==> src/rtl/adcseq_pkg.sv <==
package adcseq_pkg;
  typedef enum logic {SQ_IDLE, SQ_CONV} sq_state_t;
  localparam int TRG_SW   = 0;
  localparam int TRG_PWMA = 1;
  localparam int TRG_PWMB = 2;
  localparam int TRG_EXT  = 3;
  localparam int TRG_N    = 4;
  localparam int SEQ_N    = 2;
endpackage

==> src/rtl/adcseq_trig_latch.sv <==
module adcseq_trig_latch
  import adcseq_pkg::*;
(
  input  logic             clk,
  input  logic             rst,
  input  logic             enable,
  input  logic [TRG_N-1:0] mask,
  input  logic [TRG_N-1:0] src,
  input  logic             clr,
  output logic             pend
);
  logic hit;
  assign hit = |(mask & src);

  always_ff @(posedge clk) begin
    if (rst || !enable) pend <= 1'b0;
    else if (hit)       pend <= 1'b1;
    else if (clr)       pend <= 1'b0;
  end
endmodule

==> src/rtl/adcseq_result_ram.sv <==
module adcseq_result_ram #(
  parameter int DATA_W = 12,
  parameter int DEPTH  = 16,
  localparam int AW    = $clog2(DEPTH)
) (
  input  logic              clk,
  input  logic              we,
  input  logic [AW-1:0]     waddr,
  input  logic [DATA_W-1:0] wdata,
  input  logic [AW-1:0]     raddr,
  output logic [DATA_W-1:0] rdata
);
  logic [DATA_W-1:0] mem [DEPTH];

  always_ff @(posedge clk) begin
    if (we) mem[waddr] <= wdata;
    rdata <= mem[raddr];
  end
endmodule

==> src/rtl/adcseq_core.sv <==
module adcseq_core
  import adcseq_pkg::*;
#(
  parameter int SLOTS  = 16,
  parameter int CH_W   = 4,
  parameter int DATA_W = 12,
  localparam int SLOT_W = $clog2(SLOTS),
  localparam int HALF_W = SLOT_W - 1,
  localparam int HALF   = SLOTS / 2
) (
  input  logic                  clk,
  input  logic                  rst,
  input  logic                  cascade,
  input  logic [SLOTS*CH_W-1:0] slot_chan,
  input  logic [SLOT_W-1:0]     max1,
  input  logic [HALF_W-1:0]     max2,
  input  logic [SEQ_N-1:0]      pend,
  output logic [SEQ_N-1:0]      grant,
  output logic [SEQ_N-1:0]      busy,
  output logic [SEQ_N-1:0]      eos,
  output logic                  conv_start,
  output logic [CH_W-1:0]       conv_chan,
  input  logic                  conv_done,
  input  logic [DATA_W-1:0]     conv_data,
  output logic                  we,
  output logic [SLOT_W-1:0]     waddr,
  output logic [DATA_W-1:0]     wdata
);
  localparam logic [SLOT_W-1:0] HALF_IDX = SLOT_W'(HALF);

  sq_state_t         st;
  logic              own;
  logic [SLOT_W-1:0] slot;
  logic [SLOT_W-1:0] last;
  logic [SLOT_W-1:0] last1, last2, nxt;
  logic [CH_W-1:0]   chan_tab [SLOTS];

  for (genvar s = 0; s < SLOTS; s++) begin : g_tab
    assign chan_tab[s] = slot_chan[s*CH_W +: CH_W];
  end

  assign last1 = cascade ? max1 : {1'b0, max1[HALF_W-1:0]};
  assign last2 = HALF_IDX + SLOT_W'(max2);
  assign nxt   = slot + 1'b1;

  assign grant[0] = (st == SQ_IDLE) && pend[0];
  assign grant[1] = (st == SQ_IDLE) && !pend[0] && pend[1];

  for (genvar k = 0; k < SEQ_N; k++) begin : g_busy
    assign busy[k] = (st == SQ_CONV) && (own == k[0]);
  end

  assign we    = (st == SQ_CONV) && conv_done;
  assign waddr = slot;
  assign wdata = conv_data;

  always_ff @(posedge clk) begin
    if (rst) begin
      st         <= SQ_IDLE;
      own        <= 1'b0;
      slot       <= '0;
      last       <= '0;
      conv_start <= 1'b0;
      conv_chan  <= '0;
      eos        <= '0;
    end else begin
      conv_start <= 1'b0;
      eos        <= '0;
      case (st)
        SQ_IDLE: begin
          if (grant[0]) begin
            own        <= 1'b0;
            slot       <= '0;
            last       <= last1;
            conv_start <= 1'b1;
            conv_chan  <= chan_tab[0];
            st         <= SQ_CONV;
          end else if (grant[1]) begin
            own        <= 1'b1;
            slot       <= HALF_IDX;
            last       <= last2;
            conv_start <= 1'b1;
            conv_chan  <= chan_tab[HALF];
            st         <= SQ_CONV;
          end
        end
        SQ_CONV: begin
          if (conv_done) begin
            if (slot == last) begin
              eos[own] <= 1'b1;
              st       <= SQ_IDLE;
            end else begin
              slot       <= nxt;
              conv_start <= 1'b1;
              conv_chan  <= chan_tab[nxt];
            end
          end
        end
        default: st <= SQ_IDLE;
      endcase
    end
  end
endmodule

==> src/rtl/adc_autoseq.sv <==
module adc_autoseq
  import adcseq_pkg::*;
#(
  parameter int SLOTS  = 16,
  parameter int CH_W   = 4,
  parameter int DATA_W = 12,
  localparam int SLOT_W = $clog2(SLOTS),
  localparam int HALF_W = SLOT_W - 1
) (
  input  logic                  clk,
  input  logic                  rst,
  input  logic                  cascade,
  input  logic [SLOTS*CH_W-1:0] slot_chan,
  input  logic [SLOT_W-1:0]     max_conv1,
  input  logic [HALF_W-1:0]     max_conv2,
  input  logic [TRG_N-1:0]      trig_mask1,
  input  logic [TRG_N-1:0]      trig_mask2,
  input  logic                  sw_start1,
  input  logic                  sw_start2,
  input  logic                  pwm_trig_a,
  input  logic                  pwm_trig_b,
  input  logic                  ext_trig,
  output logic                  conv_start,
  output logic [CH_W-1:0]       conv_chan,
  input  logic                  conv_done,
  input  logic [DATA_W-1:0]     conv_data,
  input  logic [SLOT_W-1:0]     rd_addr,
  output logic [DATA_W-1:0]     rd_data,
  output logic                  busy1,
  output logic                  busy2,
  output logic                  eos1,
  output logic                  eos2
);
  logic [SEQ_N-1:0]  pend, grant, busy, eos;
  logic [TRG_N-1:0]  src   [SEQ_N];
  logic [TRG_N-1:0]  masks [SEQ_N];
  logic              we;
  logic [SLOT_W-1:0] waddr;
  logic [DATA_W-1:0] wdata;

  assign masks[0] = trig_mask1;
  assign masks[1] = trig_mask2;
  assign src[0]   = {ext_trig, pwm_trig_b, pwm_trig_a, sw_start1};
  assign src[1]   = {ext_trig, pwm_trig_b, pwm_trig_a, sw_start2};

  for (genvar k = 0; k < SEQ_N; k++) begin : g_trig
    adcseq_trig_latch u_latch (
      .clk    (clk),
      .rst    (rst),
      .enable ((k == 0) ? 1'b1 : !cascade),
      .mask   (masks[k]),
      .src    (src[k]),
      .clr    (grant[k]),
      .pend   (pend[k])
    );
  end

  adcseq_core #(.SLOTS(SLOTS), .CH_W(CH_W), .DATA_W(DATA_W)) u_core (
    .clk        (clk),
    .rst        (rst),
    .cascade    (cascade),
    .slot_chan  (slot_chan),
    .max1       (max_conv1),
    .max2       (max_conv2),
    .pend       (pend),
    .grant      (grant),
    .busy       (busy),
    .eos        (eos),
    .conv_start (conv_start),
    .conv_chan  (conv_chan),
    .conv_done  (conv_done),
    .conv_data  (conv_data),
    .we         (we),
    .waddr      (waddr),
    .wdata      (wdata)
  );

  adcseq_result_ram #(.DATA_W(DATA_W), .DEPTH(SLOTS)) u_ram (
    .clk   (clk),
    .we    (we),
    .waddr (waddr),
    .wdata (wdata),
    .raddr (rd_addr),
    .rdata (rd_data)
  );

  assign busy1 = busy[0];
  assign busy2 = busy[1];
  assign eos1  = eos[0];
  assign eos2  = eos[1];
endmodule

==> config.mk <==
export PLATFORM = sky130hd
export DESIGN_NAME = adc_autoseq
export DESIGN_NICKNAME = d
export VERILOG_FILES = /design/src/rtl/adcseq_pkg.sv /design/src/rtl/adcseq_trig_latch.sv /design/src/rtl/adcseq_result_ram.sv /design/src/rtl/adcseq_core.sv /design/src/rtl/adc_autoseq.sv
export SDC_FILE = /design/constraint.sdc
export NUM_CORES = 1
export LEC_CHECK = 0
export BUFFER_PORTS_ARGS = -buffer_cell sky130_fd_sc_hd__buf_2
export CORE_MARGIN = 5
export CORE_UTILIZATION = 40
export CTS_BUF_LIST = sky130_fd_sc_hd__clkbuf_8
export DETAILED_ROUTE_END_ITERATION = 10
export PLACE_DENSITY = 0.58
export RECOVER_POWER = 100
export SYNTH_ARGS = -nofsm -noshare
export SYNTH_HDL_FRONTEND = slang
export SYNTH_SLANG_ARGS = --single-unit
==> constraint.sdc <==
create_clock -name clk -period 3.3 [get_ports clk]
set_input_delay 0.66 -clock clk [delete_from_list [all_inputs] [get_ports clk]]
set_output_delay 0.66 -clock clk [all_outputs]
set_load 0.005 [all_outputs]
==> reports/results.ini, run 1 <==
[clock_network]
clkTransAtPathRegs_ns=0.06
clockRootBuffer=clkbuf_8
ctsResizeCount=0
tritoncts=done
cts_buffer_depth=3
post-cts-setup-buffer-count=0
clkSinkCount=223
htreeDepth=2
postCtsHoldBufs=0
worstSkewPairLatency_ns=0.51
cts-buffers-inserted=37

[logic_synthesis]
synth_cell_types=37
syn-cell-area_um2=9077
synth_cells=481
synth_warnings=0
yosys_most_used_dff=edfxtp_1
syn-num-nets=589
synth_area_leaders=edfxtp_1, mux4_2, dfxtp_1, mux2i_1, nor2_1
synth_top_area_share=0.6351
synth_most_common_cell=edfxtp_1
synth_common_cells=edfxtp_1, mux4_2, nor2_1, dfxtp_1, nand2_1
syn_avg_cell_area_um2=18.87
async_flop_share=0
ys_seq_elements=223
synth_edf_count=192
synth_area_leader_cell=edfxtp_1
ys_seq_area_frac=0.7035

[power]
p_leak_nw=3.637
power.total_mw=5.865
powerDensity_nw_per_um2=546.9
ir_drop_v=0.0002341

[timing]
period_minus_slack_ns=2.744
setup_violations=0
finClkSkew_ns=0.01967
period_share=0.8314
tightest_slew_ns=1.147
fmax_mhz=364.5
rsz0062_at_grt=false
tns_ns=0
final_hold_viol_count=0
relSlewSlack=0.2351
slew_viol_final=0
holdWs_ns=0.3341

[detailed_routing]
firstDrtPassIters=4
wl_per_cell_um=21.53
drc=0
wl_mm=20.60
via_per_inst=5.363
drt_iter0_markers=283
detail-route-antenna-nets=0
num_vias=5132

[worst_setup_path]
crit_type=reg -> reg
start_kind=register
crit_path_cell_trace=inv_1 -> nor2_1 -> nand2_1 -> nor3_2 -> clkbuf_1
crit_required_ns=3.42
slowest_stage=clkbuf_1
worstRegToRegCells=5
timing.rr.start=u_core.st$_SDFF_PP0_
r2r_end=u_ram.mem[3][1]$_DFFE_PP_
path_max_fanout=16
cp.arrival_ns=2.86
critPathMaxStageDelay_ns=0.86
reg2reg_slack_ns=0.56
end_kind=register

[floorplanning]
ios=125
rows=55
design.core.area_um2=22500
initial_utilization=0.4034
die_area_um2=25810
die_x_um=160.6
die-height_um=160.6

[cells_and_area]
drive_above_1_share=0.3423
final_nets=751
final_cells=957
area_growth_pct=18.14
nFillCells=1927
num_antenna_cells=0

[worst_hold_path]
hold_depth=2
min-delay-start=cascade
hold_class=in -> reg
hold_end=g_trig[1].u_latch.pend$_SDFFE_PP0P_

[placement]
io_buffers=124
place_hpwl_mm=13.36
placed_cells=889
gp_congestion=0.7689

[flow_run]
cap_violations=0

[global_route]
grt_max_degree=49
grt_pass1_wl_mm=31.86
grtUsageTotal=0.1625
antenna_found_initial=0
grt_pass1_vias=5588
globalRouteOverflowTotal=0

[status]
outcome=completed

metal layers:
| layer | part of all wire | track usage |
|---|---|---|
| met5 | 0 | 0 |
| met4 | 0.024 | 0.05710 |
| met3 | 0.074 | 0.03618 |
| met2 | 0.48 | 0.2629 |
| met1 | 0.42 | 0.2186 |
sequential cells by signal, indices dropped and copies added (netlist names), 2 cells and up:
register             count
u_ram.mem              192
g_trig.u_latch.pend      2
u_ram.rdata             12
u_core.last              4
u_core.conv_chan         4
u_core.eos               2
u_core.waddr             4
per-stage QoR:
stage          instance area (um^2)    util  setup slack, ns
2_1_floorplan                  9077       -           0.6187
3_3_place_gp                  10140  0.4506           0.9833
3_5_place_dp                  10140  0.4506           0.9291
4_1_cts                       10850  0.4822           0.9284
5_1_grt                       10720  0.4766           0.3948
6_report                      10720  0.4766           0.5563
final cells by class:
type / count / area (um^2) / share of cell area
Clock buffer: 44 / 605.6 / 0.05647
Clock inverter: 24 / 105.1 / 0.009801
Inverter: 5 / 18.77 / 0.001750
Multi-Input combinational cell: 224 / 2505 / 0.2336
Sequential cell: 223 / 6386 / 0.5955
Tap cell: 285 / 356.6 / 0.03325
Timing Repair Buffer: 152 / 747.0 / 0.06965
where the power goes:
group	switching [mW]	internal [mW]
combinational	0.226	0.215
sequential	0.0406	3.11
clock	1.05	1.22
total	1.32	4.55
placed cells by master, fill, tap and decap left out, drive strengths merged, types with 6 or more instances in the layout:
master and count:
edfxtp 192, buf 108, clkbuf 88, mux4 68
nor2 33, dfxtp 31, nand2 25, inv 16
mux2i 15, a31oi 12, clkinv 11, nor2b 10
a2111oi 8, nor3 7, a21oi 6
cells by family after synthesis:
family | after synthesis | share of synthesized area
mux | 83 | 0.1857
buf+inv | 34 | 0.02081
xor+xnor | 7 | 0.006754
compound gates | 44 | 0.03529
simple gates | 86 | 0.04245
flops | 223 | 0.7035
fa+ha+maj | 4 | 0.005514
how the worst max path moves through the flow:
stage                     slack (ns)  depth (start not counted)                          endpoint                          from
after floorplan                 0.62                         11  u_core.conv_chan[1]$_SDFFE_PP0P_  u_core.waddr[0]$_SDFFE_PP0P_
after global placement          0.98                          4           u_ram.rdata[10]$_DFF_P_                    rd_addr[1]
after detailed placement        0.93                          4            u_ram.rdata[9]$_DFF_P_                    rd_addr[1]
after CTS                       0.93                          3                             busy1          u_core.st$_SDFF_PP0_
after global routing            0.39                          5        u_ram.mem[7][11]$_DFFE_PP_          u_core.st$_SDFF_PP0_
final                           0.56                          5         u_ram.mem[3][1]$_DFFE_PP_          u_core.st$_SDFF_PP0_
worst max-delay path: cells and delay by family, from the launching register on:
family | cells | cell delay [ns]
and+or+nand+nor | 3 | 0.60
buffers and inverters | 2 | 1.07
DFF | 1 | 0.67
(Power assumes the default switching activity.)
==> run 2: changes to the inputs <==
Clock period 3.3 ns to 2.8 ns, I/O delays scaled along.
==> reports/results.ini, run 2 (synthesis results as in run 1) <==
[floorplanning]
die-height_um=160.6  ; unchanged
rows=55  ; unchanged
design.core.area_um2=22500  ; unchanged
die_x_um=160.6  ; unchanged
die_area_um2=25810  ; unchanged
ios=125  ; unchanged
initial_utilization=0.4034  ; unchanged

[cells_and_area]
utilization=0.4740  ; -0.002558
reg_top3=u_ram.mem (192), u_ram.rdata (12)
regMostFlops=u_ram.mem
largest_reg_flops=192  ; unchanged
num_antenna_cells=0  ; unchanged
final_cell_mix=edfxtp_1, buf_2, mux4_2, clkbuf_1, clkbuf_8
nFillCells=1920  ; -0.36%
final_cells=952  ; -0.52%
final_nets=747  ; -0.53%
final_common_cell=edfxtp_1
area_growth_pct=17.51
drive_above_1_share=0.3328  ; -0.009428

[detailed_routing]
num_vias=5080  ; -1.0%
detail-route-antenna-nets=0  ; unchanged
wl_per_cell_um=21.24  ; -1.3%
drt_iter0_markers=312  ; +10%
wl_mm=20.22  ; -1.8%
via_per_inst=5.336  ; -0.49%
drc=0  ; unchanged
firstDrtPassIters=4  ; unchanged

[clock_network]
ctsResizeCount=0  ; unchanged
post-cts-setup-buffer-count=0  ; unchanged
cts_buffer_depth=3  ; unchanged
clkTransAtPathRegs_ns=0.06  ; about the same
clkSinkCount=223  ; unchanged
postCtsHoldBufs=0  ; unchanged
htreeDepth=2  ; unchanged
clockRootBuffer=clkbuf_8
worstSkewPairLatency_ns=0.52  ; about the same
tritoncts=done
cts-buffers-inserted=36  ; -2.7%

[worst_hold_path]
hold_class=in -> reg
min-delay-start=cascade

[global_route]
grt_max_degree=49  ; unchanged
grt_pass1_vias=5436  ; -2.7%
grtUsageTotal=0.1554  ; -0.007056
globalRouteOverflowTotal=0  ; unchanged
grt_pass1_wl_mm=30.48  ; -4.4%
antenna_found_initial=0  ; unchanged

[timing]
relSlewSlack=0.2238  ; -0.01126
tns_ns=0  ; unchanged
final_hold_viol_count=0  ; unchanged
setup_violations=0  ; unchanged
period_share=0.8623  ; +0.03081
fmax_mhz=414.2  ; +14%
rsz0062_at_grt=false
slew_viol_final=0  ; unchanged
finClkSkew_ns=0.01757  ; -0.002106 ns
period_minus_slack_ns=2.414  ; -0.3294 ns
tightest_slew_ns=1.164  ; +0.01690 ns

[power]
p_leak_nw=3.626  ; -0.29%
ir_drop_v=0.0002184  ; -6.7%
powerDensity_nw_per_um2=640.3  ; +17%

[worst_setup_path]
path_max_fanout=16  ; unchanged
cp.arrival_ns=2.53  ; -0.33 ns
start_kind=register
timing.rr.start=u_core.st$_SDFF_PP0_
end_kind=register
cp-startpoint=u_core.st$_SDFF_PP0_
crit_required_ns=2.92  ; -0.50 ns
crit_type=reg -> reg

[status]
outcome=completed

[placement]
place_hpwl_mm=12.32  ; -7.8%
io_buffers=124  ; unchanged
placed_cells=886  ; -0.34%
gp_congestion=0.7873  ; +2.4%

[flow_run]
cap_violations=0  ; unchanged

[run 2: power by group]
part	internal [mW]	leakage, nW	switching (mW)
logic	0.256	1.24	0.278
clock network	1.36	0.406	1.22
registers	3.67	1.98	0.0380
total	5.29	3.63	1.54
[run 2: critical path, cell delays in order, from the launching register on]
cell and delay, ns:
dfxtp_1 0.31, buf_4 0.20, inv_1 0.13, nor2_1 0.23
nand2_1 0.16, nor2_1 0.11, clkbuf_1 0.86
[run 2: through the flow]
step           cell area, um^2  power [mW]  hold slack (ns)  setup slack (ns)
4_1_cts                  10790       6.959           0.2011            0.5219
5_1_grt                  10670       7.131           0.2070            0.1996
3_5_place_dp             10120       4.338           0.4914            0.5347
6_report                 10670       6.829           0.2260            0.3857
3_3_place_gp             10120       4.324           0.4849            0.5545
2_1_floorplan             9077       4.114           0.4523            0.1187
[run 2: cell type report]
type	count	area, um^2	area share
Clock buffer	38	523.0	0.04903
Clock inverter	28	150.1	0.01408
Inverter	5	18.77	0.001760
Multi-Input combinational cell	224	2505	0.2348
Sequential cell	223	6386	0.5987
Tap cell	285	356.6	0.03343
Timing Repair Buffer	149	726.9	0.06815
[run 2: worst paths after layout]
path	endpoint	slack (ns)	cells past startpoint
worst max-delay path	u_ram.mem[15][6]$_DFFE_PP_	0.39	6
worst min-delay path	g_trig[1].u_latch.pend$_SDFFE_PP0P_	0.23	2
worst max register to register	u_ram.mem[15][6]$_DFFE_PP_	0.39	6
worst min register to register	u_core.eos[0]$_SDFF_PP0_	0.50	1
[run 2: routing by layer]
metal / routed length, um / vias up / part of all wire / global-route usage
met2: 9939 / 209 / 0.49 / 0.2583
met3: 1434 / 33 / 0.071 / 0.03900
li1: - / 2288 / - / -
met5: 0 / - / 0 / 0
met4: 402 / 0 / 0.020 / 0.04732
met1: 8446 / 2550 / 0.42 / 0.2033
